File: config.mk
export PLATFORM = sky130hd
export DESIGN_NAME = fracTickGen
export DESIGN_NICKNAME = d
export VERILOG_FILES = /design/src/rtl/fracTickPkg.sv /design/src/rtl/fracTickCtrl.sv /design/src/rtl/fracTickDp.sv /design/src/rtl/fracTickGen.sv
export SDC_FILE = /design/constraint.sdc
export NUM_CORES = 1
export LEC_CHECK = 0
export BUFFER_PORTS_ARGS = -buffer_cell sky130_fd_sc_hd__buf_2
export CORE_ASPECT_RATIO = 0.7
export CORE_MARGIN = 3
export CORE_UTILIZATION = 65
export DETAILED_ROUTE_END_ITERATION = 12
export MAX_ROUTING_LAYER = met4
export PLACE_DENSITY_LB_ADDON = 0.25
export SLEW_MARGIN = 20
export SYNTH_ARGS = -nofsm -noshare
export SYNTH_HDL_FRONTEND = slang
export SYNTH_SLANG_ARGS = --single-unit
File: constraint.sdc
create_clock -name clk -period 8.7 [get_ports clk]
set_input_delay 0.435 -clock clk [delete_from_list [all_inputs] [get_ports clk]]
set_output_delay 0.435 -clock clk [all_outputs]
set_load 0.01 [all_outputs]
File: src/rtl/fracTickPkg.sv
package fracTickPkg;
  // Strobes from control to datapath
  typedef struct packed {
    logic step;     // one prescaled clock
    logic restart;  // idle: clear and preload first period
  } ctrlStrobes_t;
endpackage

File: src/rtl/fracTickCtrl.sv
module fracTickCtrl
  import fracTickPkg::*;
#(
  parameter int PS_W    = 10,
  parameter int FRAME_W = 9
) (
  input  logic               clk,
  input  logic               rstN,
  input  logic               run,
  input  logic [2:0]         prescaleSel,
  input  logic [FRAME_W-1:0] frameLen,
  input  logic               periodEnd,
  output ctrlStrobes_t       strobes,
  output logic               tick,
  output logic               frameStart
);
  logic [PS_W-1:0]    psLimit;
  logic               psValid;
  logic [PS_W-1:0]    psCnt;
  logic [FRAME_W-1:0] frameIdx;
  logic               psHit;
  logic               lastInFrame;

  always_comb begin
    psValid = 1'b1;
    psLimit = '0;
    case (prescaleSel)
      3'd1:    psLimit = PS_W'(0);
      3'd2:    psLimit = PS_W'(7);
      3'd3:    psLimit = PS_W'(63);
      3'd4:    psLimit = PS_W'(255);
      3'd5:    psLimit = PS_W'(1023);
      default: psValid = 1'b0;
    endcase
  end

  assign psHit           = (psCnt == psLimit);
  assign strobes.step    = run && psValid && psHit;
  assign strobes.restart = !run;
  assign lastInFrame     = (frameIdx == frameLen - FRAME_W'(1));

  always_ff @(posedge clk or negedge rstN) begin
    if (!rstN) begin
      psCnt <= '0;
    end else if (!run || !psValid || psHit) begin
      psCnt <= '0;
    end else begin
      psCnt <= psCnt + PS_W'(1);
    end
  end

  always_ff @(posedge clk or negedge rstN) begin
    if (!rstN) begin
      frameIdx   <= '0;
      tick       <= 1'b0;
      frameStart <= 1'b0;
    end else begin
      tick       <= periodEnd;
      frameStart <= periodEnd && lastInFrame;
      if (!run) begin
        frameIdx <= '0;
      end else if (periodEnd) begin
        frameIdx <= lastInFrame ? '0 : frameIdx + FRAME_W'(1);
      end
    end
  end
endmodule

File: src/rtl/fracTickDp.sv
module fracTickDp
  import fracTickPkg::*;
#(
  parameter int CMP_W   = 8,
  parameter int FRAME_W = 9
) (
  input  logic               clk,
  input  logic               rstN,
  input  ctrlStrobes_t       strobes,
  input  logic [CMP_W-1:0]   baseCmp,
  input  logic [FRAME_W-1:0] longCount,
  input  logic [FRAME_W-1:0] frameLen,
  output logic               periodEnd,
  output logic [CMP_W:0]     curCmp
);
  localparam int ACC_W = FRAME_W + 1;

  logic [CMP_W:0]     count;
  logic [FRAME_W-1:0] acc;
  logic [ACC_W-1:0]   accIn;
  logic [ACC_W-1:0]   accSum;
  logic               takeLong;
  logic [FRAME_W-1:0] nextAcc;
  logic [CMP_W:0]     nextCmp;

  assign accIn     = strobes.restart ? '0 : ACC_W'(acc);
  assign accSum    = accIn + ACC_W'(longCount);
  assign takeLong  = (accSum >= ACC_W'(frameLen));
  assign nextAcc   = FRAME_W'(takeLong ? accSum - ACC_W'(frameLen) : accSum);
  assign nextCmp   = {1'b0, baseCmp} + (CMP_W+1)'(takeLong);
  assign periodEnd = strobes.step && (count == curCmp);

  always_ff @(posedge clk or negedge rstN) begin
    if (!rstN) begin
      count  <= '0;
      acc    <= '0;
      curCmp <= '0;
    end else if (strobes.restart || periodEnd) begin
      count  <= '0;
      acc    <= nextAcc;
      curCmp <= nextCmp;
    end else if (strobes.step) begin
      count  <= count + (CMP_W+1)'(1);
    end
  end
endmodule

File: src/rtl/fracTickGen.sv
module fracTickGen
  import fracTickPkg::*;
#(
  parameter int CMP_W   = 8,
  parameter int FRAME_W = 9,
  parameter int PS_W    = 10
) (
  input  logic               clk,
  input  logic               rstN,
  input  logic               run,
  input  logic [2:0]         prescaleSel,
  input  logic [CMP_W-1:0]   baseCmp,
  input  logic [FRAME_W-1:0] longCount,
  input  logic [FRAME_W-1:0] frameLen,
  output logic               tick,
  output logic               frameStart
);
  ctrlStrobes_t   strobes;
  logic           dpPeriodEnd;
  logic [CMP_W:0] dpCurCmp;

  fracTickCtrl #(.PS_W(PS_W), .FRAME_W(FRAME_W)) u_ctrl (
    .clk(clk), .rstN(rstN), .run(run), .prescaleSel(prescaleSel),
    .frameLen(frameLen), .periodEnd(dpPeriodEnd), .strobes(strobes),
    .tick(tick), .frameStart(frameStart)
  );

  fracTickDp #(.CMP_W(CMP_W), .FRAME_W(FRAME_W)) u_dp (
    .clk(clk), .rstN(rstN), .strobes(strobes), .baseCmp(baseCmp),
    .longCount(longCount), .frameLen(frameLen),
    .periodEnd(dpPeriodEnd), .curCmp(dpCurCmp)
  );
endmodule

Yosys cells after proc, flatten, opt, wreduce, memory -nomap -nowiden
Cells that the tools add are included.
{ "totals": {"wordCells": 45, "regBits": 48, "ramBits": 0, "latchBits": 0, "out_inout_bits": 2, "n_memories": 0, "romBits": 0, "input_bits": 32} }
{ "op_classes": {"div_mod_pow": 0, "n_reduce_logical": 11, "shifts": 0, "multipliers": 0, "addsub": 7, "n_mux": 10, "n_lt_le_gt_ge": 1, "eq_ne": 9, "bitwise": 0} }
{ "op_table": {"columns": ["op", "count"], "rows": [
  ["$mux W9", 7],
  ["$pmux W10 S4", 1],
  ["$add A9 B1 Y9 const B", 2],
  ["$eq A9 B9 Y1", 2],
  ["$add A10 B1 Y10 const B", 1],
  ["$add A9 B9 Y10", 1],
  ["$eq A10 B10 Y1", 1],
  ["$ge A10 B9 Y1", 1],
  ["$mux W10", 1],
  ["$add A8 B1 Y9", 1],
  ["$sub A9 B1 Y9 const B", 1],
  ["$sub A9 B9 Y9", 1],
  ["$eq A3 B2 Y1 const B", 2],
  ["$eq A3 B3 Y1 const B", 2],
  ["$reduce_or A5 Y1", 1],
  ["$logic_and A1 B1 Y1", 4],
  ["$eq A3 B1 Y1 const B", 1],
  ["$logic_or A1 B1 Y1", 3],
  ["$logic_not A1 Y1", 2],
  ["$ne A2 B1 Y1 const B", 1],
  ["$reduce_bool A2 Y1", 1],
  ["$mux W1", 1]
]} }

Logic depth before layout (Yosys ltp)
Gate-level depths: netlist of run 1.
{ "logic_depth": {"ltp_word": 8, "ltp_mapped": 23, "mapped_depth_nobuf": 20} }

Cells and area by module
Synthesis of run 1 repeated with hierarchy kept, for this count alone.
{ "hier_totals": {"hier_cells": 412, "hier_area_um2": 3702.3} }
{ "by_module_without_submodules": {"columns": ["module", "cells_each", "n_inst", "area_each_um2", "seq_area_each_um2"], "rows": [
  ["fracTickDp", 253, 1, 2257.2, 675.6],
  ["fracTickCtrl", 159, 1, 1445.1, 525.5]
]} }

Worst setup path before layout of run 1
No wires, ideal clock.
{ "synth_timing": {"path_type": "input-to-reg", "startpoint": "in run", "endpoint": "reg u_dp.curCmp[6]", "t_arrival_ns": 4.155, "setup_time_ns": 0.134, "n_path_buf": 3, "path_stages": 22, "path_slack_ns": 4.411, "t_required_ns": 8.566, "path_cell_list": "clkbuf_1 -> clkbuf_1 -> and2_1 -> ha_1 -> inv_1 -> fa_1 -> nor2b_1 -> o2111ai_1 -> a31oi_1 -> xor2_1 -> ha_1 -> inv_1 -> nor3_1 -> a2111oi_0 -> o21a_1 -> o21ai_0 -> buf_2 -> ha_1 -> ha_1 -> nand3_1 -> xor2_1 -> o21ai_0"} }
{ "synth_via": {"elab_chain_cells": 4, "word_cells_on_any_way": 9, "cone_classes": "2 x add/sub; 1 x order compare; 1 x mux; 5 x reduce/logical"} }
{ "synth_rtl": {"columns": ["element", "line", "rtl"], "rows": [
  ["start, declared", "fracTickGen.sv:10", "input logic run,"],
  ["$mux W9 / $logic_and A1 B1 Y1 (equally long branches)", "fracTickDp.sv:26, fracTickCtrl.sv:38", null],
  ["$add A9 B9 Y10 / $logic_and A1 B1 Y1 (equally long branches)", "fracTickDp.sv:27, fracTickCtrl.sv:38", null],
  ["$ge A10 B9 Y1 / $logic_and A1 B1 Y1 (equally long branches)", "fracTickDp.sv:28, fracTickDp.sv:31", null],
  ["$add A8 B1 Y9 / $logic_or A1 B1 Y1 (equally long branches)", "fracTickDp.sv:30, fracTickDp.sv:38", null],
  ["end signal, assigned", "fracTickDp.sv:41", "curCmp <= nextCmp;"],
  ["end, declared", "fracTickDp.sv:14", "output logic [CMP_W:0] curCmp"]
]} }
Several ways; a longest one is shown, not always the timed one.
A chain may end at the register's enable or synchronous reset.

Worst setup path in the final report of run 1
Ends and elaborated chain as after synthesis.

==> results of run 1 <==
## final timing paths
kind,cells after the start,to
max in group asynchronous,2,u_ctrl.frameIdx[1]$_DFFE_PN0N_
worst max register to register,20,u_dp.curCmp[6]$_DFFE_PN0N_
min in group clk,3,u_dp.curCmp[8]$_DFFE_PN0N_
worst min-delay path,2,u_dp.curCmp[3]$_DFFE_PN0N_
worst max-delay path,21,u_dp.curCmp[6]$_DFFE_PN0N_
worst min register to register,1,u_ctrl.psCnt[0]$_DFF_PN0_
## synth_stat cells, types with 3 or more instances
master and n:
a21oi_1 19, a22oi_1 5, a31oi_1 4, and2_1 8, and3_1 10, buf_2 3, clkbuf_1 8, dfrtp_1 48
ha_1 24, inv_1 24, mux2i_1 10, nand2_1 45, nand2b_1 3, nand3_1 22, nand3b_1 3, nand4_1 7
nor2_1 35, nor2b_1 4, nor3_1 9, nor4_2 3, o2111ai_1 3, o21a_1 3, o21ai_0 17, o22ai_1 3
o31ai_1 5, or2_2 4, xnor2_1 32, xor2_1 24
## state kept, by name, indices dropped and copies added, names as in the netlist
register,cells
u_ctrl.tick,1
u_ctrl.frameIdx,9
u_dp.count,9
u_ctrl.psCnt,10
u_dp.curCmp,9
u_ctrl.frameStart,1
u_dp.acc,9
## where the power goes
part           internal, W  leakage, nW  total (W)  switching, W
Clock            0.0000855       0.0552   0.000166     0.0000801
Combinational     0.000194         1.12   0.000429      0.000235
Sequential        0.000254        0.632   0.000274     0.0000193
## routing by layer
metal | share of wire | global-route usage | vias up | wire, um
li1 | - | - | 1515 | -
met1 | 0.50 | 0.353 | 1426 | 3810
met2 | 0.44 | 0.383 | 70 | 3360
met3 | 0.056 | 0.0466 | 7 | 428
met4 | 0.0097 | 0.0567 | 0 | 74
met5 | 0 | - | - | 0
## critical path: stages
cell,delay [ps]
buf_2,320
and2_1,200
ha_1,170
inv_1,60
fa_1,390
nor2b_1,160
o2111ai_1,140
a31oi_1,200
xor2_1,230
ha_1,290
inv_1,80
nor3_1,50
a2111oi_0,480
o21a_1,220
o21ai_0,90
buf_4,190
ha_1,240
ha_1,240
nand3_1,110
xor2_1,150
o21ai_0,90
## layout make-up
type	count	area, um^2
clock buffer	6	72.6
clock inverter	2	35.0
fill	375	1340
inverter	25	93.8
multi-input combinational	334	2300
sequential	48	1200
tap	72	90.1
timing repair buffer	35	180
## stage by stage
stage               instance area, um^2  hold WS (ps)   util
floorplan                          3640           139      -
global placement                   3850           464  0.726
detailed placement                 3850           477  0.726
CTS                                3960           236  0.746
global route                       3970           267  0.747
finish                             3970           210  0.747
## kinds of logic (layout without fill, tap and decap cells)
group	count (synthesis)	count (layout)	share of synthesized area
muxes	12	12	0.0337
AOI/OAI and AO/OA	77	77	0.136
buffers and inverters	37	68	0.0413
adders and majority gates	26	26	0.0936
and+or+nand+nor	163	163	0.230
DFF	48	48	0.330
xor gates and xnor gates	56	56	0.135
==> results.tsv, run 1 <==
metric	value	unit
final hold vios	0	
vias	3018	
fraction of layout cells with a size suffix above 1	0.131	
Ys Warns	0	
Worst Setup SP	run	
pre-CTS setup slack	4020	ps
HPWL Detailed	5.75	mm
Post-Route WL	7.67	mm
most frequent cells in the layout	48 x dfrtp_1, 45 x nand2_1, 35 x nor2_1	
minimum clock period after layout	4400	ps
Post-Place Cells	514	
CTS clk-pin slew, worst paths	90	ps
PostCTS Resize Cnt	0	
die width	95.4	um
area growth from synthesis to layout	9.15	%
setup TNS	0	ps
Initial DRC Count	159	
die area	6540	um^2
Peak supply drop	0.102	mV
Distinct cells, synth	54	
non-filler cells, final	522	
worst r2r src	u_dp.acc[0]$_DFFE_PN0N_	
r2r setup slk	4450	ps
Die H	68.6	um
Diodes inserted	0	
Least-Margin Pin Slew	901	ps
Seq/Total Area, Yosys	0.330	
Power Density	219	nW/um^2
Tot Pwr	0.000868	W
Core Box Area	5310	um^2
CTS H-Tree Depth	2	
Setup Buffers After CTS	0	
Worst slew margin	0.399	
# rows	22	
# DRC	0	
WP data arrival	4560	ps
clock root cell	clkbuf_8	
initial antenna violation count	0	
Setup violations, final	0	
commonest non-fill, non-tap cell in the layout	dfrtp_1	
Avg Cell Area, Syn	8.68	um^2
Initial Util	0.685	
first-pass GRT wire length	12.4	mm
MaxCap Viol Count	0	
Hold Path Class	in2async	
TritonCTS clock tree	done	
endpoint type of the worst setup path	flop	
top cells by area, synth	dfrtp_1 33%, ha_1 8.3%, xnor2_1 7.7%	
Max Clk Rate	0.228	GHz
gr usage total	0.251	
PortBufs	33	
largest net degree at the start of global routing	49	
cells after synthesis	419	
Hold-fix buffers, CTS	0	
vias per inst	5.78	
vias in the first global route	2765	
IO Count	34	
total gr overflow	0	
Static Leak	1.81	nW
area share of the largest cell type after synthesis	0.330	
Clock Latency Late Sink	310	ps
nets	507	
Post-synth EDFFs	0	
Wirelength per Cell	14.7	um
RSZ-0062 raised after global routing	false	
FFs w/ async S/R, synth	1.00	
clk sink count	48	
drt pass-1 iters	4	
CTS buffer count	5	
fin worst setup slack	4300	ps
max-slew violation count	0	
startpoint types	input port	
Post-Syn Nets	477	
ANT nets after route	0	
WS Path Type	in2reg	
Max clock buf depth	2	
period utilization	0.505	
status	complete, no violations	
worst endpoint required time	8870	ps
Post-Route Skew	6.73	ps
post-synthesis register bit count	48	
cell taking the most area after synthesis	dfrtp_1	
Synth Flop Type	dfrtp_1	
mapped cell area	3640	um^2
GP Congestion	0.832	
crit-path max FO	22	
Power figures use the tool's default switching activity.
==> run 2: changes to the inputs <==
- CORE_UTILIZATION: 65 -> 54
- clock period: 8.7 -> 3.6 ns (I/O delays scaled with it)
==> results.tsv, run 2 (synthesized netlist as in run 1, its figures left out) <==
metric	value	unit	change
Fill cells	519		+38%
largest net degree at the start of global routing	49		unchanged
RSZ-0062 raised after global routing	true		
first-pass GRT wire length	14.2	mm	+14%
clk sink count	48		unchanged
# rows	24		+9.1%
commonest non-fill, non-tap cell in the layout	dfrtp_1		
Initial DRC Count	160		+0.63%
hold depth	3		
WP data arrival	3880	ps	-680 ps
PortBufs	33		unchanged
Diodes inserted	0		unchanged
fraction of layout cells with a size suffix above 1	0.235		+0.104
CTS buffer count	5		unchanged
drt pass-1 iters	4		unchanged
nets	525		+3.6%
Multi-input gate area	2480	um^2	+7.8%
area growth from synthesis to layout	18.9	%	
vias	3141		+4.1%
MaxCap Viol Count	0		unchanged
Wirelength per Cell	15.7	um	+7.1%
HPWL Detailed	6.32	mm	+9.9%
status	finished, violations left		
CP most frequent cell	ha_1		
Worst slew margin	0.467		+0.0684
total gr overflow	0		unchanged
Hold Path Class	in2reg		
die area	7770	um^2	+19%
Least-Margin Pin Slew	795	ps	-106 ps
IO Count	34		unchanged
Clock Latency Late Sink	310	ps	about the same
Die H	74.7	um	+8.9%
Static Leak	1.92	nW	+6.2%
vias in the first global route	3035		+9.8%
register area	1200	um^2	unchanged
endpoint type of the worst setup path	flop		
TritonCTS clock tree	done		
WS Path Type	reg2reg		
Post-Place Cells	542		+5.4%
crit-path max FO	4		-82%
non-filler cells, final	559		+7.1%
worst endpoint required time	3810	ps	-5060 ps
GP Congestion	0.913		+9.7%
gr usage total	0.230		-0.0215
Tot Pwr	0.00246	W	+180%
Reg2Reg Depth	18		-10%
period utilization	1.02		
Reg with most FFs	u_ctrl.psCnt		
Post-Route Skew	8.23	ps	+1.50 ps
startpoint types	flop		
die width	104	um	+9.1%
Worst path slowest cell	dfrtp_1		
clock root cell	clkbuf_8		
CP max stage delay	400	ps	-80 ps
Max clock buf depth	2		unchanged
Setup violations, final	5		+5
critical-path cell list	and2_1 > ha_1 > nand2_1 > o211ai_1 > a21oi_2 > o21a_2 > xnor2_2 > ha_1 > nand4_1 > nor3_2 > a2111oi_2 > o21a_1 > o21ai_2 > ha_4 > and3_4 > nand3_2 > xor2_1 > o21ai_1		
Hold Slack	132	ps	-78.3 ps
Peak supply drop	0.321	mV	+220%
Post-Route WL	8.79	mm	+15%
Core Box Area	6370	um^2	+20%
minimum clock period after layout	3670	ps	
CTS H-Tree Depth	2		unchanged
final hold vios	0		unchanged
WP depth	18		-14%
Max Clk Rate	0.273	GHz	
initial antenna violation count	0		unchanged
failing checks	negative setup slack		
vias per inst	5.62		-2.8%
CTS clk-pin slew, worst paths	100	ps	about the same
ANT nets after route	0		unchanged
most frequent cells in the layout	48 x dfrtp_1, 44 x nand2_1, 34 x nor2_1		
# DRC	0		unchanged
fin worst setup slack	-68.8	ps	-4370 ps
max-slew violation count	0		unchanged
Power Density	569	nW/um^2	+160%
CP Buf/Inv Count	0		-4
max reg flops	10		unchanged
CP top delay family	compound AO/OA/AOI/OAI gates		
Initial Util	0.571		-0.113
[run 2: cell types whose count changed in the layout (fill, tap and decap cells not counted), moves of 3 or more]
cell / delta
buf_4: +18
ha_1: -5
ha_4: +4
nand3_1: -4
nand3_2: +4
o21ai_0: -7
o21ai_1: +6
xnor2_1: -3
xnor2_2: +3
[run 2: cell type report]
cell class	instances	area share
clock buffer	5	0.0159
clock inverter	3	0.0116
multi-input combinational	334	0.573
tap	91	0.0263
timing repair buffer	53	0.0741
inverter	25	0.0217
sequential	48	0.278
[run 2: power by group]
| group | switching (W) | leakage (nW) | internal (W) |
|---|---|---|---|
| clock network | 0.000212 | 0.0607 | 0.000215 |
| logic | 0.000714 | 1.23 | 0.000659 |
| registers | 0.0000472 | 0.632 | 0.000615 |
| total | 0.000973 | 1.92 | 0.00149 |
[run 2: per-layer routing]
| layer | vias up | wire length [um] | global-route usage |
|---|---|---|---|
| li1 | 1557 | - | - |
| met5 | - | 0 | - |
| met2 | 83 | 3970 | 0.352 |
| met3 | 9 | 362 | 0.0360 |
| met4 | 0 | 63 | 0.0516 |
| met1 | 1492 | 4390 | 0.326 |
[run 2: stage by stage]
step           setup slack (ps)  instance area (um^2)  TNS [ps]   util
2_1_floorplan              8.13                  3680         0      -
3_3_place_gp               39.9                  3970         0  0.623
3_5_place_dp               -158                  3970      -597  0.623
4_1_cts                    31.6                  4120         0  0.646
5_1_grt                    -238                  4330     -1770  0.679
6_report                  -68.8                  4330      -224  0.679
[run 2: tightest hold or removal path: stages]
cell,delay [ps]
buf_2,110
nand2_1,60
o31ai_1,60
[run 2: worst paths after layout]
check | start | endpoint | slack [ps]
setup / recovery | u_dp.acc[2]$_DFFE_PN0N_ | u_dp.curCmp[7]$_DFFE_PN0N_ | -70
min in group asynchronous | rstN | u_dp.curCmp[3]$_DFFE_PN0N_ | 410
setup reg to reg | u_dp.acc[2]$_DFFE_PN0N_ | u_dp.curCmp[7]$_DFFE_PN0N_ | -70
hold reg to reg | u_ctrl.psCnt[0]$_DFF_PN0_ | u_ctrl.psCnt[0]$_DFF_PN0_ | 500
hold / removal | baseCmp[7] | u_dp.curCmp[8]$_DFFE_PN0N_ | 130
max in group asynchronous | rstN | u_dp.acc[4]$_DFFE_PN0N_ | 2770
[run 2: timing repair]
action,4_1_cts,5_1_grt
cloned,0,0
gates resized for setup,6,35
endpoints found under the setup margin,8,17
buffers inserted,1,7
pin swaps,3,26
hold buffers,0,1
endpoints found under the hold margin,0,48
